$ cat src/rtl/supply_lvl_pkg.sv
package supply_lvl_pkg;

    localparam int LVL_W  = 3;
    localparam int DATA_W = 8;
    localparam int ADDR_W = 2;

    // register addresses
    localparam logic [ADDR_W-1:0] A_CTRL   = 2'd0;
    localparam logic [ADDR_W-1:0] A_STAT   = 2'd1;
    localparam logic [ADDR_W-1:0] A_SETTLE = 2'd2;

    // control word fields (decoded by the regulator side convention)
    localparam int APPLY_BIT  = 7;
    localparam int LVL_LSB    = 3;
    localparam int STICKY_BIT = 0;

    localparam logic [LVL_W-1:0] SHARED_CODE = 3'd3;

    typedef enum logic {
        ST_IDLE,
        ST_SETTLE
    } seq_state_t;

    typedef struct packed {
        logic             apply;
        logic [LVL_W-1:0] level;
    } lvl_cmd_t;

    // levels 3..6 map onto one voltage code
    function automatic logic [LVL_W-1:0] fold_level(input logic [LVL_W-1:0] lv);
        if (lv >= 3'd3 && lv <= 3'd6)
            return SHARED_CODE;
        return lv;
    endfunction

endpackage

$ cat src/rtl/supply_lvl_regs.sv
module supply_lvl_regs
    import supply_lvl_pkg::*;
#(
    parameter int SETTLE_W        = 8,
    parameter int RESET_SETTLE_US = 2
) (
    input  logic                 clk,
    input  logic                 rst,
    input  logic                 wr_en,
    input  logic [ADDR_W-1:0]    wr_addr,
    input  logic [DATA_W-1:0]    wr_data,
    input  logic [ADDR_W-1:0]    rd_addr,
    output logic [DATA_W-1:0]    rd_data,
    input  logic                 busy,
    input  logic                 err_pulse,
    input  logic [LVL_W-1:0]     req_code,
    input  logic [LVL_W-1:0]     lvl_stat,
    output lvl_cmd_t             cmd,
    output logic [SETTLE_W-1:0]  settle_us,
    output logic                 sticky_err
);

    logic sticky_clr;

    always_comb begin
        cmd.apply  = wr_en && (wr_addr == A_CTRL) && wr_data[APPLY_BIT];
        cmd.level  = wr_data[LVL_LSB +: LVL_W];
        sticky_clr = wr_en && (wr_addr == A_STAT) && wr_data[STICKY_BIT];
    end

    always_ff @(posedge clk) begin
        if (rst) begin
            settle_us  <= SETTLE_W'(RESET_SETTLE_US);
            sticky_err <= 1'b0;
        end else begin
            if (wr_en && wr_addr == A_SETTLE)
                settle_us <= wr_data[SETTLE_W-1:0];
            if (err_pulse)
                sticky_err <= 1'b1;
            else if (sticky_clr)
                sticky_err <= 1'b0;
        end
    end

    always_comb begin
        case (rd_addr)
            A_CTRL:   rd_data = {busy, 1'b0, req_code, lvl_stat};
            A_STAT:   rd_data = {6'b0, busy, sticky_err};
            A_SETTLE: rd_data = DATA_W'(settle_us);
            default:  rd_data = '0;
        endcase
    end

endmodule

$ cat src/rtl/supply_lvl_timer.sv
module supply_lvl_timer #(
    parameter int CNT_W = 11
) (
    input  logic             clk,
    input  logic             rst,
    input  logic             load,
    input  logic [CNT_W-1:0] load_val,
    input  logic             run,
    output logic             expired
);

    logic [CNT_W-1:0] cnt_q;

    always_ff @(posedge clk) begin
        if (rst)
            cnt_q <= '0;
        else if (load)
            cnt_q <= load_val;
        else if (run && cnt_q != '0)
            cnt_q <= cnt_q - 1'b1;
    end

    assign expired = (cnt_q == '0);

endmodule

$ cat src/rtl/supply_lvl_fsm.sv
module supply_lvl_fsm
    import supply_lvl_pkg::*;
#(
    parameter logic [LVL_W-1:0] RESET_LVL = 3'd0
) (
    input  logic             clk,
    input  logic             rst,
    input  lvl_cmd_t         cmd,
    input  logic [LVL_W-1:0] lvl_stat,
    input  logic             expired,
    output logic             timer_load,
    output logic             timer_run,
    output logic [LVL_W-1:0] lvl_req,
    output logic             lvl_req_stb,
    output logic             busy,
    output logic             done,
    output logic             err
);

    seq_state_t state_q;

    assign timer_load = (state_q == ST_IDLE) && cmd.apply;
    assign timer_run  = (state_q == ST_SETTLE);
    assign busy       = (state_q == ST_SETTLE);

    always_ff @(posedge clk) begin
        if (rst) begin
            state_q     <= ST_IDLE;
            lvl_req     <= RESET_LVL;
            lvl_req_stb <= 1'b0;
            done        <= 1'b0;
            err         <= 1'b0;
        end else begin
            lvl_req_stb <= 1'b0;
            done        <= 1'b0;
            err         <= 1'b0;
            case (state_q)
                ST_IDLE: begin
                    if (cmd.apply) begin
                        lvl_req     <= fold_level(cmd.level);
                        lvl_req_stb <= 1'b1;
                        state_q     <= ST_SETTLE;
                    end
                end
                ST_SETTLE: begin
                    if (expired) begin
                        state_q <= ST_IDLE;
                        if (lvl_stat == lvl_req)
                            done <= 1'b1;
                        else
                            err <= 1'b1;
                    end
                end
                default: state_q <= ST_IDLE;
            endcase
        end
    end

endmodule

$ cat src/rtl/supply_lvl_ctrl.sv
module supply_lvl_ctrl
    import supply_lvl_pkg::*;
#(
    parameter int               CYC_PER_US      = 4,
    parameter int               SETTLE_W        = 8,
    parameter int               RESET_SETTLE_US = 2,
    parameter logic [LVL_W-1:0] RESET_LVL       = 3'd0
) (
    input  logic              clk,
    input  logic              rst,
    input  logic              wr_en,
    input  logic [1:0]        wr_addr,
    input  logic [7:0]        wr_data,
    input  logic [1:0]        rd_addr,
    output logic [7:0]        rd_data,
    output logic [2:0]        lvl_req,
    output logic              lvl_req_stb,
    input  logic [2:0]        lvl_stat,
    output logic              busy,
    output logic              done,
    output logic              err
);

    localparam int CNT_W = SETTLE_W + $clog2(CYC_PER_US + 1);

    lvl_cmd_t            cmd;
    logic [SETTLE_W-1:0] settle_us;
    logic                sticky_err;
    logic                timer_load;
    logic                timer_run;
    logic                expired;
    logic [CNT_W-1:0]    settle_cycles;

    assign settle_cycles = CNT_W'(settle_us) * CNT_W'(CYC_PER_US);

    supply_lvl_regs #(
        .SETTLE_W       (SETTLE_W),
        .RESET_SETTLE_US(RESET_SETTLE_US)
    ) u_regs (
        .clk       (clk),
        .rst       (rst),
        .wr_en     (wr_en),
        .wr_addr   (wr_addr),
        .wr_data   (wr_data),
        .rd_addr   (rd_addr),
        .rd_data   (rd_data),
        .busy      (busy),
        .err_pulse (err),
        .req_code  (lvl_req),
        .lvl_stat  (lvl_stat),
        .cmd       (cmd),
        .settle_us (settle_us),
        .sticky_err(sticky_err)
    );

    supply_lvl_timer #(
        .CNT_W(CNT_W)
    ) u_timer (
        .clk     (clk),
        .rst     (rst),
        .load    (timer_load),
        .load_val(settle_cycles),
        .run     (timer_run),
        .expired (expired)
    );

    supply_lvl_fsm #(
        .RESET_LVL(RESET_LVL)
    ) u_fsm (
        .clk        (clk),
        .rst        (rst),
        .cmd        (cmd),
        .lvl_stat   (lvl_stat),
        .expired    (expired),
        .timer_load (timer_load),
        .timer_run  (timer_run),
        .lvl_req    (lvl_req),
        .lvl_req_stb(lvl_req_stb),
        .busy       (busy),
        .done       (done),
        .err        (err)
    );

endmodule

$ cat config.mk
export PLATFORM = sky130hd
export DESIGN_NAME = supply_lvl_ctrl
export DESIGN_NICKNAME = d
export VERILOG_FILES = /design/src/rtl/supply_lvl_pkg.sv /design/src/rtl/supply_lvl_regs.sv /design/src/rtl/supply_lvl_timer.sv /design/src/rtl/supply_lvl_fsm.sv /design/src/rtl/supply_lvl_ctrl.sv
export SDC_FILE = /design/constraint.sdc
export NUM_CORES = 1
export LEC_CHECK = 0
export BUFFER_PORTS_ARGS = -buffer_cell sky130_fd_sc_hd__buf_2
export CAP_MARGIN = 30
export CORE_MARGIN = 3
export CORE_UTILIZATION = 40
export CTS_BUF_LIST = sky130_fd_sc_hd__clkbuf_8
export DETAILED_ROUTE_END_ITERATION = 6
export GPL_TIMING_DRIVEN = 0
export PLACE_DENSITY = 0.62
export SLEW_MARGIN = 20
export SYNTH_ARGS = -nofsm -noshare
export SYNTH_HDL_FRONTEND = slang
export SYNTH_SLANG_ARGS = --single-unit
export TNS_END_PERCENT = 50
$ cat constraint.sdc
create_clock -name clk -period 4.1 [get_ports clk]
set_clock_uncertainty 0.05 [all_clocks]
set_input_delay 0.615 -clock clk [delete_from_list [all_inputs] [get_ports clk]]
set_output_delay 0.615 -clock clk [all_outputs]
set_load 0.005 [all_outputs]
==> metrics.txt, run 1 <==
post-route setup slack 1.94 ns; Area Overhead vs Synth 18.6%; via/cell ratio 5.59; Worst Hold Depth 2; Max-slew headroom 0.636; Core Rows 20; Cell Chain, Critical Path clkbuf_1 > mux2i_1 > o21ai_0 > buf_2; Yosys reg bits 27; crit path launch type input pin; min Tclk post-route 2.16 ns; DR pass1 iterations 4; CTS H-tree depth 1; initial antenna violation count 0; syn nets 186; library cells used by synthesis 40; CTS Buf Count 3; WP buf/inv 2; number of inserted diodes 0; CP max stage cell clkbuf_1; IO Port Bufs 29; endpoints failing setup 0; largest net degree at the start of global routing 15; CTS max path bufs 2; crit-path max cell delay 0.41 ns; io pins 33; Worst Hold Class register to register; yosys warns 0; hold_buf cts 0; Critical R2R Capture u_timer.cnt_q[10]; Cell Area, Synth 1350 µm²; Cells after Synth 166; Synth Flop Type dfxtp_1; VDD IR max 0.173 mV; status completed; drt drc 0; grt total ovfl 0; Final TNS setup 0 ns; clock latency on the worst-skew pair 0.27 ns; Worst Hold End u_timer.cnt_q[10]; critical path type input pin to output pin; core area 3130 µm²; CP Capture Type output pin; CP required 3.43 ns; worst-path fanout max 9; R2R depth 5; initial core utilization 0.430; Crit path max-delay family buffers and inverters; CTS tree yes; sequential fraction of the synthesis area 0.402; Pwr per Cell Area 302 nW/µm²; Reg clk slew, reported paths 0.09 ns; GRT Total Usage 0.186; Final Max Tran Viols 0; Leakage 0.000642 µW; RSZ-0062 raised after global routing false; max frequency 463 MHz; Post-synth EDFFs 0; drt total wl 3570 µm; Final period util 0.527; starting DRC count in detailed routing 66; first-pass GRT wire length 6110 µm; vias in the first global route 1,313; Avg Inst Size Synth 8.10 µm²; pre-CTS WS 1.78 ns; Reg2Reg Setup Slack 1.95 ns; gpl congestion 0.844; Hold Vio Cnt, Final 0; fillers 316; Root Driver clkbuf_8; CTS sink cnt 27; Hold WS 0.434 ns; Hold Crit Start u_timer.cnt_q[10]; die width 64.0 µm; post-cts sizing count 0; die area 4090 µm²; Die H 64.0 µm; crit path DAT 1.49 ns; # nets final 221; DP HPWL 2740 µm; share of layout cells above drive strength 1 0.195; Worst R2R Start u_timer.cnt_q[2]; post-layout util 0.510; Post-CTS Setup Bufs 0; via count 1,364; MaxCap Viol Count 0; Async SR Flop Fraction 0; DR WL/cell 14.6 µm; remaining antenna violation count 0; actual slew at the worst max-slew pin 0.546 ns
[cell type report]
type | instances | area (µm²) | share of cell area
multi-input cells | 126 | 754 | 0.473
flip-flops and latches | 27 | 541 | 0.339
repair buffers | 30 | 150 | 0.0941
well taps | 44 | 55.1 | 0.0345
clock buffers | 3 | 41.3 | 0.0259
plain buffers | 10 | 38.8 | 0.0243
inverters | 3 | 11.3 | 0.00706
clock inverters | 1 | 3.75 | 0.00235
[synthesized netlist by cell type (all sizes together), types with 2 or more instances]
| master | number | area [µm²] |
|---|---|---|
| dfxtp | 27 | 541 |
| nand2 | 17 | 63.8 |
| nor2 | 17 | 63.8 |
| a21oi | 15 | 75.1 |
| nand3 | 14 | 70.1 |
| clkbuf | 9 | 35.0 |
| nor3 | 8 | 40.0 |
| mux2i | 7 | 70.1 |
| a31oi | 4 | 25.0 |
| nor4 | 4 | 25.0 |
| inv | 3 | 11.3 |
| o21ai | 3 | 15.0 |
| or4 | 3 | 27.5 |
| xor2 | 3 | 26.3 |
| a211oi | 2 | 15.0 |
| a22oi | 2 | 15.0 |
| and3 | 2 | 12.5 |
| ha | 2 | 25.0 |
| nor2b | 2 | 12.5 |
| nor4b | 2 | 17.5 |
| o311ai | 2 | 17.5 |
| or3 | 2 | 12.5 |
| xnor2 | 2 | 17.5 |
[registers in the layout, summed over array words and instances, names as in the netlist]
register	cells
u_fsm.busy	1
u_fsm.done	1
u_fsm.err	1
u_fsm.lvl_req	3
u_fsm.lvl_req_stb	1
u_regs.settle_us	8
u_regs.sticky_err	1
u_timer.cnt_q	11
[routing by layer]
layer	routed length (µm)	GRT usage
met2	1680	0.315
met5	0	0
met3	168	0.0228
met1	1660	0.245
met4	57	0.0566
[worst max path at each step]
stage	cells after the start	slack (ns)	from	to
finish	4	1.94	rd_addr[1]	rd_data[1]
global route	7	1.77	u_timer.cnt_q[0]	u_timer.cnt_q[6]
CTS	6	1.87	u_timer.cnt_q[0]	u_timer.cnt_q[6]
detailed placement	7	1.78	wr_addr[0]	u_timer.cnt_q[3]
global placement	7	1.79	wr_addr[0]	u_timer.cnt_q[3]
floorplan	5	2.08	u_timer.cnt_q[2]	u_timer.cnt_q[10]
[cells by family (layout without fill, tap and decap cells)]
family / Yosys count / in the layout / synth area share
simple gates: 77 / 77 / 0.291
mux: 7 / 7 / 0.0521
compound gates: 35 / 35 / 0.167
buf+inv: 13 / 47 / 0.0372
fa+ha+maj: 2 / 2 / 0.0186
flops: 27 / 27 / 0.402
xor+xnor: 5 / 5 / 0.0326
[where the power goes]
part           internal (µW)  switching, µW  total, µW
sequential               268           5.86        273
combinational           22.9           33.8       56.8
clock                   67.3           83.8        151
[cells in the final DEF, fill, tap and decap left out, types with 4 or more instances in the layout]
cell type,synthesis,final
mux2i_1,7,7
a31oi_1,4,4
nand3_1,14,14
nand2_1,17,17
nor3_1,8,8
inv_1,3,4
clkbuf_1,8,8
nor4_1,4,4
dfxtp_1,27,27
buf_2,0,29
nor2_1,17,17
a21oi_1,15,15
[metrics by stage]
| stage | power [µW] | area [µm²] | cells |
|---|---|---|---|
| floorplan | 312 | 1350 | 166 |
| global placement | 334 | 1550 | 239 |
| detailed placement | 336 | 1550 | 239 |
| CTS | 485 | 1590 | 243 |
| global route | 505 | 1600 | 244 |
| finish | 481 | 1600 | 244 |
[tightest hold or removal path, delay by kind of cell (launching register included)]
family,cells,cell delay [ns]
DFF,1,0.33
AOI/OAI and AO/OA,2,0.11
(Power assumes the default switching activity.)
==> inputs of run 2 (changes only) <==
Settings changed: PLACE_DENSITY 0.62 to 0.64.
Clock period 4.1 ns to 1.91 ns, I/O delays scaled along.
==> metrics.txt, run 2 (synthesized netlist as in run 1, its figures left out) <==
most flop-heavy register u_timer.cnt_q; die area 4090 µm²; CTS H-tree depth 1; initial core utilization 0.430; commonest non-fill, non-tap cell in the layout buf_2; most frequent CP cell or4_4; largest net degree at the start of global routing 16; CP max stage cell or4_4; R2R depth 4; Cell Chain, Critical Path or3_4 > or4_4 > or4_4 > a21oi_2; Inst Count DP 239; critical path depth in cells 4; drt drc 0; MaxCap Viol Count 0; Max-slew headroom 0.590; actual slew at the worst max-slew pin 0.613 ns; gpl congestion 0.855; Worst Hold Depth 3; Area Overhead vs Synth 27.3%; Reg clk slew, reported paths 0.10 ns; first-pass GRT wire length 5800 µm; post-route setup slack -0.0575 ns; Leakage 0.000690 µW; IO Port Bufs 29; Die H 64.0 µm; GRT Total Usage 0.175; remaining antenna violation count 0; vias in the first global route 1,293; CP required 2.08 ns; Root Driver clkbuf_8; CTS Buf Count 3; final instance area 1710 µm²; io pins 33; Final Max Tran Viols 0; crit path launch type register; RSZ-0062 raised after global routing true; Crit path max-delay family simple AND/OR/NAND/NOR gates; DR WL/cell 14.4 µm; CTS sink cnt 27; core area 3130 µm²; failing checks setup timing; CTS max path bufs 2; crit path DAT 2.14 ns; min Tclk post-route 1.97 ns; status complete, but fails checks; Non-Filler Instances 251; crit-path max cell delay 0.55 ns; share of layout cells above drive strength 1 0.290; dpl cell area 1550 µm²; Top Registers u_timer.cnt_q (11), u_regs.settle_us (8), u_fsm.lvl_req (3); initial antenna violation count 0; DR pass1 iterations 4; via count 1,389; Core Rows 20; clock latency on the worst-skew pair 0.28 ns; starting DRC count in detailed routing 86; endpoints failing setup 1; Pwr per Cell Area 612 nW/µm²; die width 64.0 µm; drt total wl 3620 µm; number of inserted diodes 0; hold_buf cts 0; CP Capture Type register; most frequent cells in the layout buf_2 (29), dfxtp_1 (21), nor2_1 (17), nand2_1 (17); critical path type register to register; worst-path fanout max 3; # nets final 228; Hold Vio Cnt, Final 0; DP HPWL 2660 µm; Final TNS setup -0.0575 ns; Worst Hold Class input pin to register; Final period util 1.03; WP buf/inv 0; CTS tree yes; VDD IR max 0.273 mV; max reg flops 11; grt total ovfl 0; via/cell ratio 5.53; max frequency 508 MHz
run 2: cell type report:
type / instances / area (µm²)
fillers: 284 / 1420
flip-flops and latches: 27 / 558
clock inverters: 1 / 5.00
plain buffers: 9 / 33.8
clock buffers: 3 / 41.3
repair buffers: 38 / 213
well taps: 44 / 55.1
inverters: 3 / 11.3
multi-input cells: 126 / 795
run 2: timing repair:
| action | in CTS | in global routing |
|---|---|---|
| buffers inserted | 1 | 8 |
| pin swaps | 2 | 4 |
| gates resized for setup | 9 | 9 |
| setup endpoints to repair | 14 | 10 |
run 2: worst paths after layout:
path,startpoint,to,slack [ns]
worst max-delay path,u_timer.cnt_q[5],u_timer.cnt_q[10],-0.06
worst min-delay path,wr_data[1],u_regs.settle_us[1],0.20
worst max register to register,u_timer.cnt_q[5],u_timer.cnt_q[10],-0.06
worst min register to register,u_regs.settle_us[7],u_regs.settle_us[7],0.43
run 2: routing by layer:
metal	track usage	vias up	wire, µm
li1	-	687	-
met1	0.234	650	1720
met2	0.279	42	1680
met3	0.0316	10	154
met4	0.0701	0	65
met5	0	-	0
run 2: worst reg2reg max path: stages, from the launching register on:
cell and delay (ns):
dfxtp_4 0.36, or3_4 0.39, or4_4 0.55, or4_4 0.43
a21oi_2 0.14
run 2: stage by stage:
| step | power, µW | hold slack, ns | utilization | setup slack (ns) |
|---|---|---|---|---|
| floorplan | 671 | 0.384 | - | -0.0572 |
| global placement | 717 | 0.413 | 0.494 | -0.309 |
| detailed placement | 720 | 0.416 | 0.494 | -0.348 |
| CTS | 1040 | 0.206 | 0.518 | -0.0441 |
| global route | 1090 | 0.224 | 0.547 | -0.104 |
| finish | 1050 | 0.203 | 0.547 | -0.0575 |
run 2: power breakdown:
group / internal (µW) / switching (µW) / total (µW)
Sequential: 570 / 11.1 / 581
Combinational: 56.1 / 75.6 / 132
Clock: 146 / 188 / 334
==> inputs of run 3 (changes only) <==
Settings changed: ABC_AREA set to 1, PLACE_DENSITY 0.64 to 0.63.
==> metrics.txt, run 3 <==
Yosys reg bits 27; actual slew at the worst max-slew pin 0.405 ns; CP required 1.57 ns; share of layout cells above drive strength 1 0.188; Max-slew headroom 0.730; worst-path fanout max 8; RSZ-0062 raised after global routing false; crit path launch type register; commonest non-fill, non-tap cell in the layout nand2_1; Final Max Tran Viols 0; Avg Inst Size Synth 6.62 µm²; status completed; CP Capture Type output pin; net switching power 299 µW; largest net degree at the start of global routing 16; sequential fraction of the synthesis area 0.363; initial antenna violation count 0; most frequent cells in the layout nand2_1 (47), inv_1 (35), buf_2 (32); DR pass1 iterations 4; max frequency 617 MHz; max reg flops 11; Async SR Flop Fraction 0; syn nets 245; vias in the first global route 1,274; post-layout util 0.504; hold_buf cts 0; Pint 786 µW; Synth top area share 0.363; Reg2Reg Setup Slack 0.39 ns; Hold Vio Cnt, Final 0; # nets final 281; CTS Buf Count 3; fillers 387; die area 4490 µm²; Core Rows 21; VDD IR max 0.377 mV; endpoints failing setup 0; Post-synth EDFFs 0; top cells by area, synth dfxtp_1 (36%), nand2_1 (12%), inv_1 (8.8%); most common cell in the synthesized netlist nand2_1; Cells after Synth 225; core area 3470 µm²; Root Driver clkbuf_8; library cells used by synthesis 28; Final TNS setup 0 ns; Post-CTS Setup Bufs 0; via count 1,437; DP HPWL 2790 µm; CTS tree yes; clock latency on the worst-skew pair 0.28 ns; MaxCap Viol Count 0; DR WL/cell 11.8 µm; Area Overhead vs Synth 17.4%; die width 67.0 µm; first-pass GRT wire length 5910 µm; yosys warns 0; Hold WS 0.155 ns; via/cell ratio 4.70; Final period util 0.849; Reg clk slew, reported paths 0.10 ns; drt drc 0; initial core utilization 0.429; clock power share 0.315; Commonest cells post-synth nand2_1 (47), inv_1 (35), nor2_1 (30), dfxtp_1 (27), nand3_1 (22); min Tclk post-route 1.62 ns; GRT Total Usage 0.175; io pins 33; crit path DAT 1.28 ns; CTS H-tree depth 1; starting DRC count in detailed routing 61; leading area contributor after synthesis dfxtp_1; Worst Hold Class input pin to register; Reg power frac 0.543; Top Registers u_timer.cnt_q (11), u_regs.settle_us (8), u_fsm.lvl_req (3); most flop-heavy register u_timer.cnt_q; CTS max path bufs 2; post-cts sizing count 0; combinational share of power 0.142; number of inserted diodes 0; switching portion of total power 0.276; Synth Flop Type dfxtp_1; Pwr per Cell Area 621 nW/µm²; IO Port Bufs 31; drt total wl 3600 µm; CTS sink cnt 27; Leakage 0.000868 µW; Cell Area, Synth 1490 µm²; gpl congestion 0.816; critical path type register to output pin; Die H 67.0 µm; remaining antenna violation count 0; grt total ovfl 0
run 3: cell count changes after synthesis, moves of 4 or more:
cell,previous run,this run
nor4_1,4,0
mux2i_1,7,0
nand2_1,17,47
nand3_1,14,22
nor3_1,8,2
clkbuf_1,8,1
inv_1,3,35
o21ai_0,3,14
nor2_1,17,30
a31oi_1,4,0
o22ai_1,0,5
run 3: kinds of logic (layout without fill, tap and decap cells):
logic type | count (synthesis) | after routing | share of synthesized area
adder cells (fa/ha/maj) | 2 | 2 | 0.0168
XOR/XNOR | 5 | 5 | 0.0294
AND/OR/NAND/NOR | 113 | 113 | 0.338
flip-flops | 27 | 27 | 0.363
AO/OA/AOI/OAI | 36 | 36 | 0.131
buffers and inverters | 42 | 77 | 0.122
run 3: worst paths after layout:
check                   start                to  depth (start not counted)
max                u_fsm.busy        rd_data[7]                          3
min                       rst  u_timer.cnt_q[4]                          2
max reg2reg  u_timer.cnt_q[0]  u_timer.cnt_q[8]                         10
min reg2reg  u_timer.cnt_q[0]  u_timer.cnt_q[0]                          2
run 3: routing by layer:
layer	part of all wire	track usage	vias up
met5	0	0	-
met4	0.010	0.0456	0
met3	0.053	0.0455	4
met2	0.42	0.267	36
met1	0.51	0.240	614
li1	-	-	783
run 3: worst max-delay path: stages (launching register included):
cell and delay [ns]:
dfxtp_1 0.58, inv_2 0.10, o22ai_1 0.18, buf_2 0.13
run 3: power groups by stage:
| stage | clock (µW) | combinational (µW) | sequential (µW) |
|---|---|---|---|
| after floorplan | 0 | 102 | 600 |
| after global placement | 0 | 153 | 602 |
| after detailed placement | 0 | 154 | 603 |
| after CTS | 345 | 154 | 590 |
| after global routing | 380 | 176 | 592 |
| final | 342 | 154 | 589 |
run 3: cell type report:
class,count,area (µm²),share of cell area
clock buffer,3,41.3,0.0236
buffer,5,42.5,0.0243
timing repair buffer,31,155,0.0888
tap,46,57.6,0.0329
multi-input combinational,156,767,0.439
clock inverter,1,5.00,0.00286
inverter,37,139,0.0795
sequential,27,541,0.309
run 3: per-stage QoR:
stage | instance area, µm² | total power [µW] | instances | worst slack, ns
2_1_floorplan | 1490 | 702 | 225 | 0.551
3_3_place_gp | 1700 | 755 | 302 | 0.411
3_5_place_dp | 1700 | 757 | 302 | 0.411
4_1_cts | 1750 | 1090 | 306 | 0.273
5_1_grt | 1750 | 1150 | 306 | 0.210
6_report | 1750 | 1090 | 306 | 0.289
